$ cat config.mk
export PLATFORM = sky130hd
export DESIGN_NAME = creg_guard_seq
export DESIGN_NICKNAME = d
export VERILOG_FILES = /design/src/rtl/creg_guard_pkg.sv /design/src/rtl/creg_txn_track.sv /design/src/rtl/creg_step_decode.sv /design/src/rtl/creg_nv_timer.sv /design/src/rtl/creg_guard_seq.sv
export SDC_FILE = /design/constraint.sdc
export NUM_CORES = 1
export LEC_CHECK = 0
export ABC_AREA = 1
export CORE_MARGIN = 2
export CORE_UTILIZATION = 45
export CTS_BUF_LIST = sky130_fd_sc_hd__clkbuf_2 sky130_fd_sc_hd__clkbuf_4 sky130_fd_sc_hd__clkbuf_8
export DETAILED_ROUTE_END_ITERATION = 6
export DONT_BUFFER_PORTS = 1
export MAX_ROUTING_LAYER = met4
export SETUP_SLACK_MARGIN = 0.02
export SLEW_MARGIN = 10
export SYNTH_ARGS = -nofsm -noshare
export SYNTH_HDL_FRONTEND = slang
export SYNTH_SLANG_ARGS = --single-unit
$ cat constraint.sdc
create_clock -name clk -period 1.2 [get_ports clk]
set_input_delay 0.12 -clock clk [delete_from_list [all_inputs] [get_ports clk]]
set_output_delay 0.12 -clock clk [all_outputs]
set_load 0.02 [all_outputs]
$ cat src/rtl/creg_guard_pkg.sv
package creg_guard_pkg;

  localparam int unsigned BYTE_W = 8;

  localparam logic [BYTE_W-1:0] CODE_ARM_WR   = 8'h02;
  localparam logic [BYTE_W-1:0] CODE_ARM_REG  = 8'h06;
  localparam logic [BYTE_W-1:0] CODE_DISARM   = 8'h00;

  typedef struct packed {
    logic [1:0] wd;
    logic [2:0] bp;
  } nv_t;

  typedef enum logic [2:0] {
    ACT_NONE,
    ACT_SET_WEL,
    ACT_CLR_WEL,
    ACT_SET_RWEL,
    ACT_COMMIT
  } act_e;

  function automatic logic [BYTE_W-1:0] pack_creg(nv_t nv, logic rwel, logic wel);
    return {1'b0, nv.wd, nv.bp[2:1], rwel, wel, nv.bp[0]};
  endfunction

endpackage

$ cat src/rtl/creg_txn_track.sv
module creg_txn_track
  import creg_guard_pkg::*;
#(
  parameter int unsigned         ADDR_W   = 16,
  parameter logic [ADDR_W-1:0]   REG_ADDR = {ADDR_W{1'b1}}
) (
  input  logic              clk,
  input  logic              por_n,
  input  logic              addr_vld,
  input  logic [ADDR_W-1:0] addr,
  input  logic              rd_vld,
  input  logic              byte_vld,
  input  logic [BYTE_W-1:0] byte_data,
  input  logic              more_vld,
  input  logic              stop_vld,
  input  logic              accept_ok,
  output logic              resp_vld,
  output logic              resp_ack,
  output logic              apply,
  output logic [BYTE_W-1:0] pend_byte
);

  logic              open_q;
  logic              got_q;
  logic              pend_q;
  logic [BYTE_W-1:0] pbyte_q;
  logic              rvld_q;
  logic              rack_q;

  always_ff @(posedge clk) begin
    if (!por_n) begin
      open_q  <= 1'b0;
      got_q   <= 1'b0;
      pend_q  <= 1'b0;
      pbyte_q <= '0;
      rvld_q  <= 1'b0;
      rack_q  <= 1'b0;
    end else begin
      rvld_q <= 1'b0;
      rack_q <= 1'b0;
      if (addr_vld) begin
        open_q <= (addr == REG_ADDR);
        got_q  <= 1'b0;
        pend_q <= 1'b0;
      end else if (rd_vld || stop_vld) begin
        open_q <= 1'b0;
        got_q  <= 1'b0;
        pend_q <= 1'b0;
      end else if (open_q && byte_vld && !got_q) begin
        got_q   <= 1'b1;
        rvld_q  <= 1'b1;
        rack_q  <= accept_ok;
        pend_q  <= accept_ok;
        pbyte_q <= byte_data;
      end else if (open_q && (byte_vld || more_vld)) begin
        got_q  <= 1'b1;
        rvld_q <= 1'b1;
        rack_q <= 1'b0;
        pend_q <= 1'b0;
      end
    end
  end

  assign apply     = stop_vld && pend_q;
  assign pend_byte = pbyte_q;
  assign resp_vld  = rvld_q;
  assign resp_ack  = rack_q;

  // strobes from the front end are mutually exclusive
  p_one_strobe_r9: assert property (@(posedge clk) disable iff (!por_n)
    $onehot0({addr_vld, rd_vld, byte_vld, more_vld, stop_vld}));

  // a refused byte leaves nothing pending
  p_nack_drops_r8: assert property (@(posedge clk) disable iff (!por_n)
    (resp_vld && !resp_ack) |-> !pend_q);

  // a pending byte survives only inside an open register write
  p_pend_open_r9: assert property (@(posedge clk) disable iff (!por_n)
    pend_q |-> open_q);

endmodule

$ cat src/rtl/creg_step_decode.sv
module creg_step_decode
  import creg_guard_pkg::*;
(
  input  logic [BYTE_W-1:0] in_byte,
  input  logic [BYTE_W-1:0] pend_byte,
  input  logic              wel,
  input  logic              rwel,
  input  logic              busy,
  output logic              accept_ok,
  output act_e              act
);

  always_comb begin
    accept_ok = !busy && (wel || (in_byte == CODE_ARM_WR));
  end

  always_comb begin
    act = ACT_NONE;
    if (pend_byte == CODE_DISARM) begin
      act = ACT_CLR_WEL;
    end else if (rwel && (pend_byte[2:1] == 2'b01)) begin
      act = ACT_COMMIT;
    end else if (!rwel && (pend_byte == CODE_ARM_REG)) begin
      act = ACT_SET_RWEL;
    end else if (pend_byte == CODE_ARM_WR) begin
      act = ACT_SET_WEL;
    end
  end

endmodule

$ cat src/rtl/creg_nv_timer.sv
module creg_nv_timer #(
  parameter int unsigned CYCLES = 1000
) (
  input  logic clk,
  input  logic por_n,
  input  logic start,
  output logic busy
);

  localparam int unsigned       CNT_W = $clog2(CYCLES + 1);
  localparam logic [CNT_W-1:0]  LOAD  = CNT_W'(CYCLES);

  logic [CNT_W-1:0] cnt_q;

  always_ff @(posedge clk) begin
    if (!por_n) begin
      cnt_q <= '0;
    end else if (start) begin
      cnt_q <= LOAD;
    end else if (cnt_q != '0) begin
      cnt_q <= cnt_q - 1'b1;
    end
  end

  assign busy = (cnt_q != '0);

  // a new cycle is never started on top of a running one
  p_start_idle_r12: assert property (@(posedge clk) disable iff (!por_n)
    start |-> !busy);

  // busy only rises as a result of a start
  p_busy_cause_r5: assert property (@(posedge clk) disable iff (!por_n)
    $rose(busy) |-> $past(start));

endmodule

$ cat src/rtl/creg_guard_seq.sv
module creg_guard_seq
  import creg_guard_pkg::*;
#(
  parameter int unsigned        ADDR_W    = 16,
  parameter logic [ADDR_W-1:0]  REG_ADDR  = {ADDR_W{1'b1}},
  parameter int unsigned        NV_CYCLES = 1000,
  parameter logic [4:0]         NV_INIT   = 5'b00000
) (
  input  logic              clk,
  input  logic              por_n,
  input  logic              addr_vld,
  input  logic [ADDR_W-1:0] addr,
  input  logic              rd_vld,
  input  logic              byte_vld,
  input  logic [BYTE_W-1:0] byte_data,
  input  logic              more_vld,
  input  logic              stop_vld,
  input  logic              prot_wr,
  output logic [BYTE_W-1:0] creg,
  output logic              resp_vld,
  output logic              resp_ack,
  output logic              nv_start,
  output logic              busy
);

  logic              wel_q;
  logic              rwel_q;
  logic              start_q;
  nv_t               nv_q = nv_t'(NV_INIT);
  logic              accept_ok;
  logic              apply;
  logic [BYTE_W-1:0] pend_byte;
  act_e              act;
  logic              commit;

  creg_txn_track #(
    .ADDR_W   (ADDR_W),
    .REG_ADDR (REG_ADDR)
  ) txn_i (
    .clk       (clk),
    .por_n     (por_n),
    .addr_vld  (addr_vld),
    .addr      (addr),
    .rd_vld    (rd_vld),
    .byte_vld  (byte_vld),
    .byte_data (byte_data),
    .more_vld  (more_vld),
    .stop_vld  (stop_vld),
    .accept_ok (accept_ok),
    .resp_vld  (resp_vld),
    .resp_ack  (resp_ack),
    .apply     (apply),
    .pend_byte (pend_byte)
  );

  creg_step_decode dec_i (
    .in_byte   (byte_data),
    .pend_byte (pend_byte),
    .wel       (wel_q),
    .rwel      (rwel_q),
    .busy      (busy),
    .accept_ok (accept_ok),
    .act       (act)
  );

  creg_nv_timer #(
    .CYCLES (NV_CYCLES)
  ) tmr_i (
    .clk   (clk),
    .por_n (por_n),
    .start (commit),
    .busy  (busy)
  );

  assign commit = apply && (act == ACT_COMMIT);

  always_ff @(posedge clk) begin
    if (!por_n) begin
      wel_q   <= 1'b0;
      rwel_q  <= 1'b0;
      start_q <= 1'b0;
    end else begin
      start_q <= commit;
      if (apply) begin
        case (act)
          ACT_SET_WEL:  wel_q  <= 1'b1;
          ACT_CLR_WEL:  wel_q  <= 1'b0;
          ACT_SET_RWEL: rwel_q <= 1'b1;
          ACT_COMMIT:   rwel_q <= 1'b0;
          default:      ;
        endcase
      end
      if (prot_wr) begin
        rwel_q <= 1'b0;
      end
    end
  end

  // nonvolatile bits: no power-on clear, loaded only by a committed write
  always_ff @(posedge clk) begin
    if (por_n && commit) begin
      nv_q.wd <= pend_byte[6:5];
      nv_q.bp <= {pend_byte[4:3], pend_byte[0]};
    end
  end

  assign creg     = pack_creg(nv_q, rwel_q, wel_q);
  assign nv_start = start_q;

  // the nonvolatile bits move only together with a start pulse
  p_nv_only_commit_r5: assert property (@(posedge clk) disable iff (!por_n)
    !$stable(nv_q) |-> nv_start);

  // the start pulse lasts one cycle
  p_start_pulse_r5: assert property (@(posedge clk) disable iff (!por_n)
    nv_start |=> !nv_start);

  // no ACK for a byte that arrived during a busy cycle
  p_nack_busy_r12: assert property (@(posedge clk) disable iff (!por_n)
    (resp_vld && $past(busy)) |-> !resp_ack);

  // with write enable clear, only the arming byte is acknowledged
  p_nack_locked_r2: assert property (@(posedge clk) disable iff (!por_n)
    (resp_vld && resp_ack && !$past(wel_q)) |-> ($past(byte_data) == CODE_ARM_WR));

  // a protected-block write leaves the register-write latch clear
  p_prot_clears_r11: assert property (@(posedge clk) disable iff (!por_n)
    prot_wr |=> !rwel_q);

endmodule

==> results of run 1 <==
-- where the power goes --
group	leakage, µW	internal, µW	total, µW	switching, µW
Clock	0.0000452	438	822	384
Sequential	0.000271	1180	1300	113
Combinational	0.000589	1020	2020	998
-- layer usage --
layer  part of all wire  GRT usage  wire length, µm  vias up
met5                  0          -                0        -
met4              0.020     0.0963               74        0
met3              0.046     0.0618              170        8
met2               0.49      0.339             1790       42
met1               0.45      0.272             1640      658
li1                   -          -                -      744
-- synthesized netlist by cell type --
| library cell | count | area share |
|---|---|---|
| sky130_fd_sc_hd__nor2_1 | 42 | 0.11 |
| sky130_fd_sc_hd__nand2_1 | 37 | 0.095 |
| sky130_fd_sc_hd__dfxtp_1 | 26 | 0.36 |
| sky130_fd_sc_hd__inv_1 | 22 | 0.057 |
| sky130_fd_sc_hd__nand3_1 | 14 | 0.048 |
| sky130_fd_sc_hd__o21ai_0 | 13 | 0.045 |
| sky130_fd_sc_hd__a21oi_1 | 12 | 0.041 |
| sky130_fd_sc_hd__nand4_1 | 7 | 0.030 |
| sky130_fd_sc_hd__edfxtp_1 | 5 | 0.10 |
| sky130_fd_sc_hd__nor3_1 | 4 | 0.014 |
| sky130_fd_sc_hd__buf_4 | 3 | 0.015 |
| sky130_fd_sc_hd__a31oi_1 | 2 | 0.0086 |
| sky130_fd_sc_hd__clkbuf_1 | 2 | 0.0052 |
| sky130_fd_sc_hd__nand2_2 | 2 | 0.0086 |
| sky130_fd_sc_hd__nand3b_1 | 2 | 0.010 |
| sky130_fd_sc_hd__xor2_1 | 2 | 0.012 |
| sky130_fd_sc_hd__conb_1 | 1 | 0.0026 |
| sky130_fd_sc_hd__ha_1 | 1 | 0.0086 |
| sky130_fd_sc_hd__nand3_2 | 1 | 0.0069 |
| sky130_fd_sc_hd__nor2_2 | 1 | 0.0043 |
| sky130_fd_sc_hd__nor3_2 | 1 | 0.0069 |
| sky130_fd_sc_hd__nor3_4 | 1 | 0.011 |
-- cell usage in the layout, fill, tap and decap left out --
master / instances
sky130_fd_sc_hd__a21oi_2: 4
sky130_fd_sc_hd__clkinv_2: 1
sky130_fd_sc_hd__nand3_1: 10
sky130_fd_sc_hd__nand2_4: 3
sky130_fd_sc_hd__dfxtp_1: 18
sky130_fd_sc_hd__edfxtp_1: 5
sky130_fd_sc_hd__nor2_1: 35
sky130_fd_sc_hd__nand4_1: 7
sky130_fd_sc_hd__nor2_2: 3
sky130_fd_sc_hd__dfxtp_2: 8
sky130_fd_sc_hd__nor3_1: 1
sky130_fd_sc_hd__a31oi_1: 2
sky130_fd_sc_hd__nor2_4: 5
sky130_fd_sc_hd__xor2_1: 2
sky130_fd_sc_hd__inv_1: 16
sky130_fd_sc_hd__o21ai_0: 12
sky130_fd_sc_hd__nand3b_1: 2
sky130_fd_sc_hd__conb_1: 1
sky130_fd_sc_hd__nand3_2: 5
sky130_fd_sc_hd__ha_4: 1
sky130_fd_sc_hd__bufinv_16: 1
sky130_fd_sc_hd__buf_6: 3
sky130_fd_sc_hd__dlygate4sd3_1: 14
sky130_fd_sc_hd__nor3_2: 4
sky130_fd_sc_hd__clkbuf_4: 5
sky130_fd_sc_hd__o21ai_1: 1
sky130_fd_sc_hd__nand2_1: 32
sky130_fd_sc_hd__nor3_4: 1
sky130_fd_sc_hd__nand2_2: 5
sky130_fd_sc_hd__inv_4: 1
sky130_fd_sc_hd__buf_12: 1
sky130_fd_sc_hd__a21oi_1: 8
sky130_fd_sc_hd__inv_2: 5
sky130_fd_sc_hd__buf_4: 24
sky130_fd_sc_hd__clkinv_4: 1
-- cell families (layout without fill, tap and decap cells) --
| family | Yosys count | in the layout |
|---|---|---|
| and+or+nand+nor | 112 | 113 |
| buffers and inverters | 27 | 72 |
| DFF | 31 | 31 |
| other | 1 | 1 |
| xor gates and xnor gates | 2 | 2 |
| adders and majority gates | 1 | 1 |
| AOI/OAI and AO/OA | 27 | 27 |
-- what timing repair did --
action                                  4_1_cts  5_1_grt
pin swaps                                     4       12
endpoints found under the setup margin       25       28
gates resized for setup                       9       35
buffers inserted                              3        2
cloned                                        0        1
hold buffers                                 13        1
hold endpoints to repair                     17        4
-- through the flow --
| step | std cells | util | hold WS, ps | power, µW | worst slack [ps] |
|---|---|---|---|---|---|
| CTS | 288 | 0.640 | 1.87 | 3950 | -261 |
| floorplan | 201 | - | 199 | 2320 | -72.2 |
| global route | 291 | 0.684 | 20.6 | 4440 | -328 |
| finish | 291 | 0.684 | 4.29 | 4130 | -256 |
| detailed placement | 264 | 0.559 | 221 | 2960 | -128 |
| global placement | 264 | 0.559 | 200 | 2910 | -72.4 |
-- state kept, by name, summed over array words and instances, names as in the netlist --
register and count:
nv_start 1, wel_q 1, tmr_i.cnt_q 10, txn_i.resp_vld 1, txn_i.open_q 1, txn_i.pend_q 1
txn_i.pend_byte 8, rwel_q 1, txn_i.resp_ack 1, txn_i.got_q 1, creg 5
-- critical path, stage by stage, from the launching register on --
cell	delay [ps]
sky130_fd_sc_hd__dfxtp_2	340
sky130_fd_sc_hd__inv_2	70
sky130_fd_sc_hd__ha_4	150
sky130_fd_sc_hd__nand2_4	60
sky130_fd_sc_hd__nor3_4	170
sky130_fd_sc_hd__nand2_4	90
sky130_fd_sc_hd__buf_12	130
-- layout make-up --
class	instances	area [µm²]	area share
timing repair buffer	42	374	0.179
sequential	31	681	0.326
clock inverter	3	43.8	0.0210
inverter	22	85.1	0.0408
tap	44	55.1	0.0264
multi-input combinational	144	811	0.388
clock buffer	5	37.5	0.0180
-- how the worst max path moves through the flow --
stage	slack, ps	end	start
CTS	-260	busy	tmr_i.cnt_q[0]
global placement	-70	txn_i.pend_q	tmr_i.cnt_q[1]
detailed placement	-130	txn_i.pend_q	tmr_i.cnt_q[1]
finish	-260	busy	tmr_i.cnt_q[0]
floorplan	-70	tmr_i.cnt_q[0]	tmr_i.cnt_q[0]
global route	-330	busy	tmr_i.cnt_q[0]
==> results.md, run 1 <==
* finished with violations — status
* negative setup slack — failing checks
* -1660 ps — accumulated negative setup slack
* 13 — total of endpoints with negative setup slack in the final report
* 4.99 — Via density
* 1080 ps — endpoint required time on the critical path
* 234 — number of nets produced by synthesis
* txn_i.pend_q — worst reg2reg path endpoint
* 0.0120 — XOR/XNOR share of the synthesized area
* txn_i.open_q — Endpoint, Worst Hold
* 1.56 mV — IR drop worst, VDD
* output pin — type of element capturing the critical path
* 4 — count of cells along the worst hold path
* 2090 µm² — design area
* 1710 µm² — instance area after placement
* 0.0946 — compound-cell area share of the yosys netlist
* -256 ps — post-route setup slack
* 2 — Max H-tree Level
* 1452 — total via count after detailed routing
* 20 — Row Count
* 9.09 ps — worst clock skew on the final layout
* 2 — Crit Path Max Fanout
* 100 ps — clock slew at the register clock pins of the worst setup and hold paths
* 5 — CTS Buf Count
* -210 ps — Register-to-Register Setup Slack
* 0 — number of antenna violations at the first check in global routing
* 7.24 µm² — synthesized area divided by synthesized cell count
* 279 — net count of the finished layout
* tmr_i.cnt_q[0] — worst flop-to-flop path startpoint
* 0.477 — effective utilization at floorplan
* addr_vld — beginning of the worst hold path
* 0 — multiplexer fraction of the synthesized cell area
* 5.78 mm — first-pass GRT wire length
* 0 — number of synthesis warnings
* input port to flop — Hold WC Path Type
* 0.000905 µW — Leakage Power
* true — setup repair after global routing missed its margin
* 0 — number of hold violations in the final report
* 42 — count of routing violations after the opening detailed-route iteration
* 60.9 µm — height of the die
* 1980 nW/µm² — Cell Pwr Density
* simple AND/OR/NAND/NOR gates — dominant combinational cell family by area after synthesis
* 0.222 — total global-route track usage
* 4 — first-pass iteration count of the detailed router
* 31 — Seq cells post-synth
* 261 — # fillers
* 0 — grt ovf
* 0 — DRC errors left
* 1381 — vias in the first global route
* 31 — TritonCTS sink count
* 3700 µm² — die area
* sky130_fd_sc_hd__clkbuf_4 — Root Driver
* 0 — quantity of I/O buffers inserted on ports
* 0.344 — post-synthesis share of cell area spent on and, or, nand and nor gates
* built — TritonCTS clock tree
* 44 — # IOs
* 15 — largest net degree at the start of global routing
* 201 — instance count of the mapped netlist
* 1.21 — final worst-path cycle share
* 1340 ps — critical path arrival
* 687 MHz — maximum clock frequency
* 0.461 — Seq/Total Area, Yosys
* 1460 ps — shortest period the worst path allows
* flop to output pin — critical setup path kind
* 3050 µm² — Core Area
* 0.00860 — post-synthesis share of cell area spent on full adders, half adders and majority gates
* 0.818 — global placer's final weighted congestion
* 2.44 mm — detailed placement HPWL
* 60.9 µm — DIE WIDTH
* 3.68 mm — sum of routed wire length over all layers
* 0 — Slew Viols, Final
* 2 — maximum root-to-sink buffer count
* 0.328 — share of layout cells above drive strength 1
* 330 ps — insertion delay of the later-clocked pin in the worst-skew pair
* 43.4% — synth-to-layout area growth
* 0 — post-route antenna net violation count
* 22 — Synth cell types
* flop — kind of launch point of the worst setup path
* 1460 µm² — post-synth design cell area
* 12.6 µm — wire length per cell after detailed routing
* 0 — count of inserted antenna diode cells
* 0 — max-capacitance violation count
* 10 — Register-to-Register Path Depth
(Power assumes the default switching activity.)
==> inputs of run 2 (changes only) <==
- GPL_ROUTABILITY_DRIVEN: default -> 0
- SLEW_MARGIN: 10 -> default
==> results of run 2 <==
Final layout, timing and power as in run 1 (identical DEF).
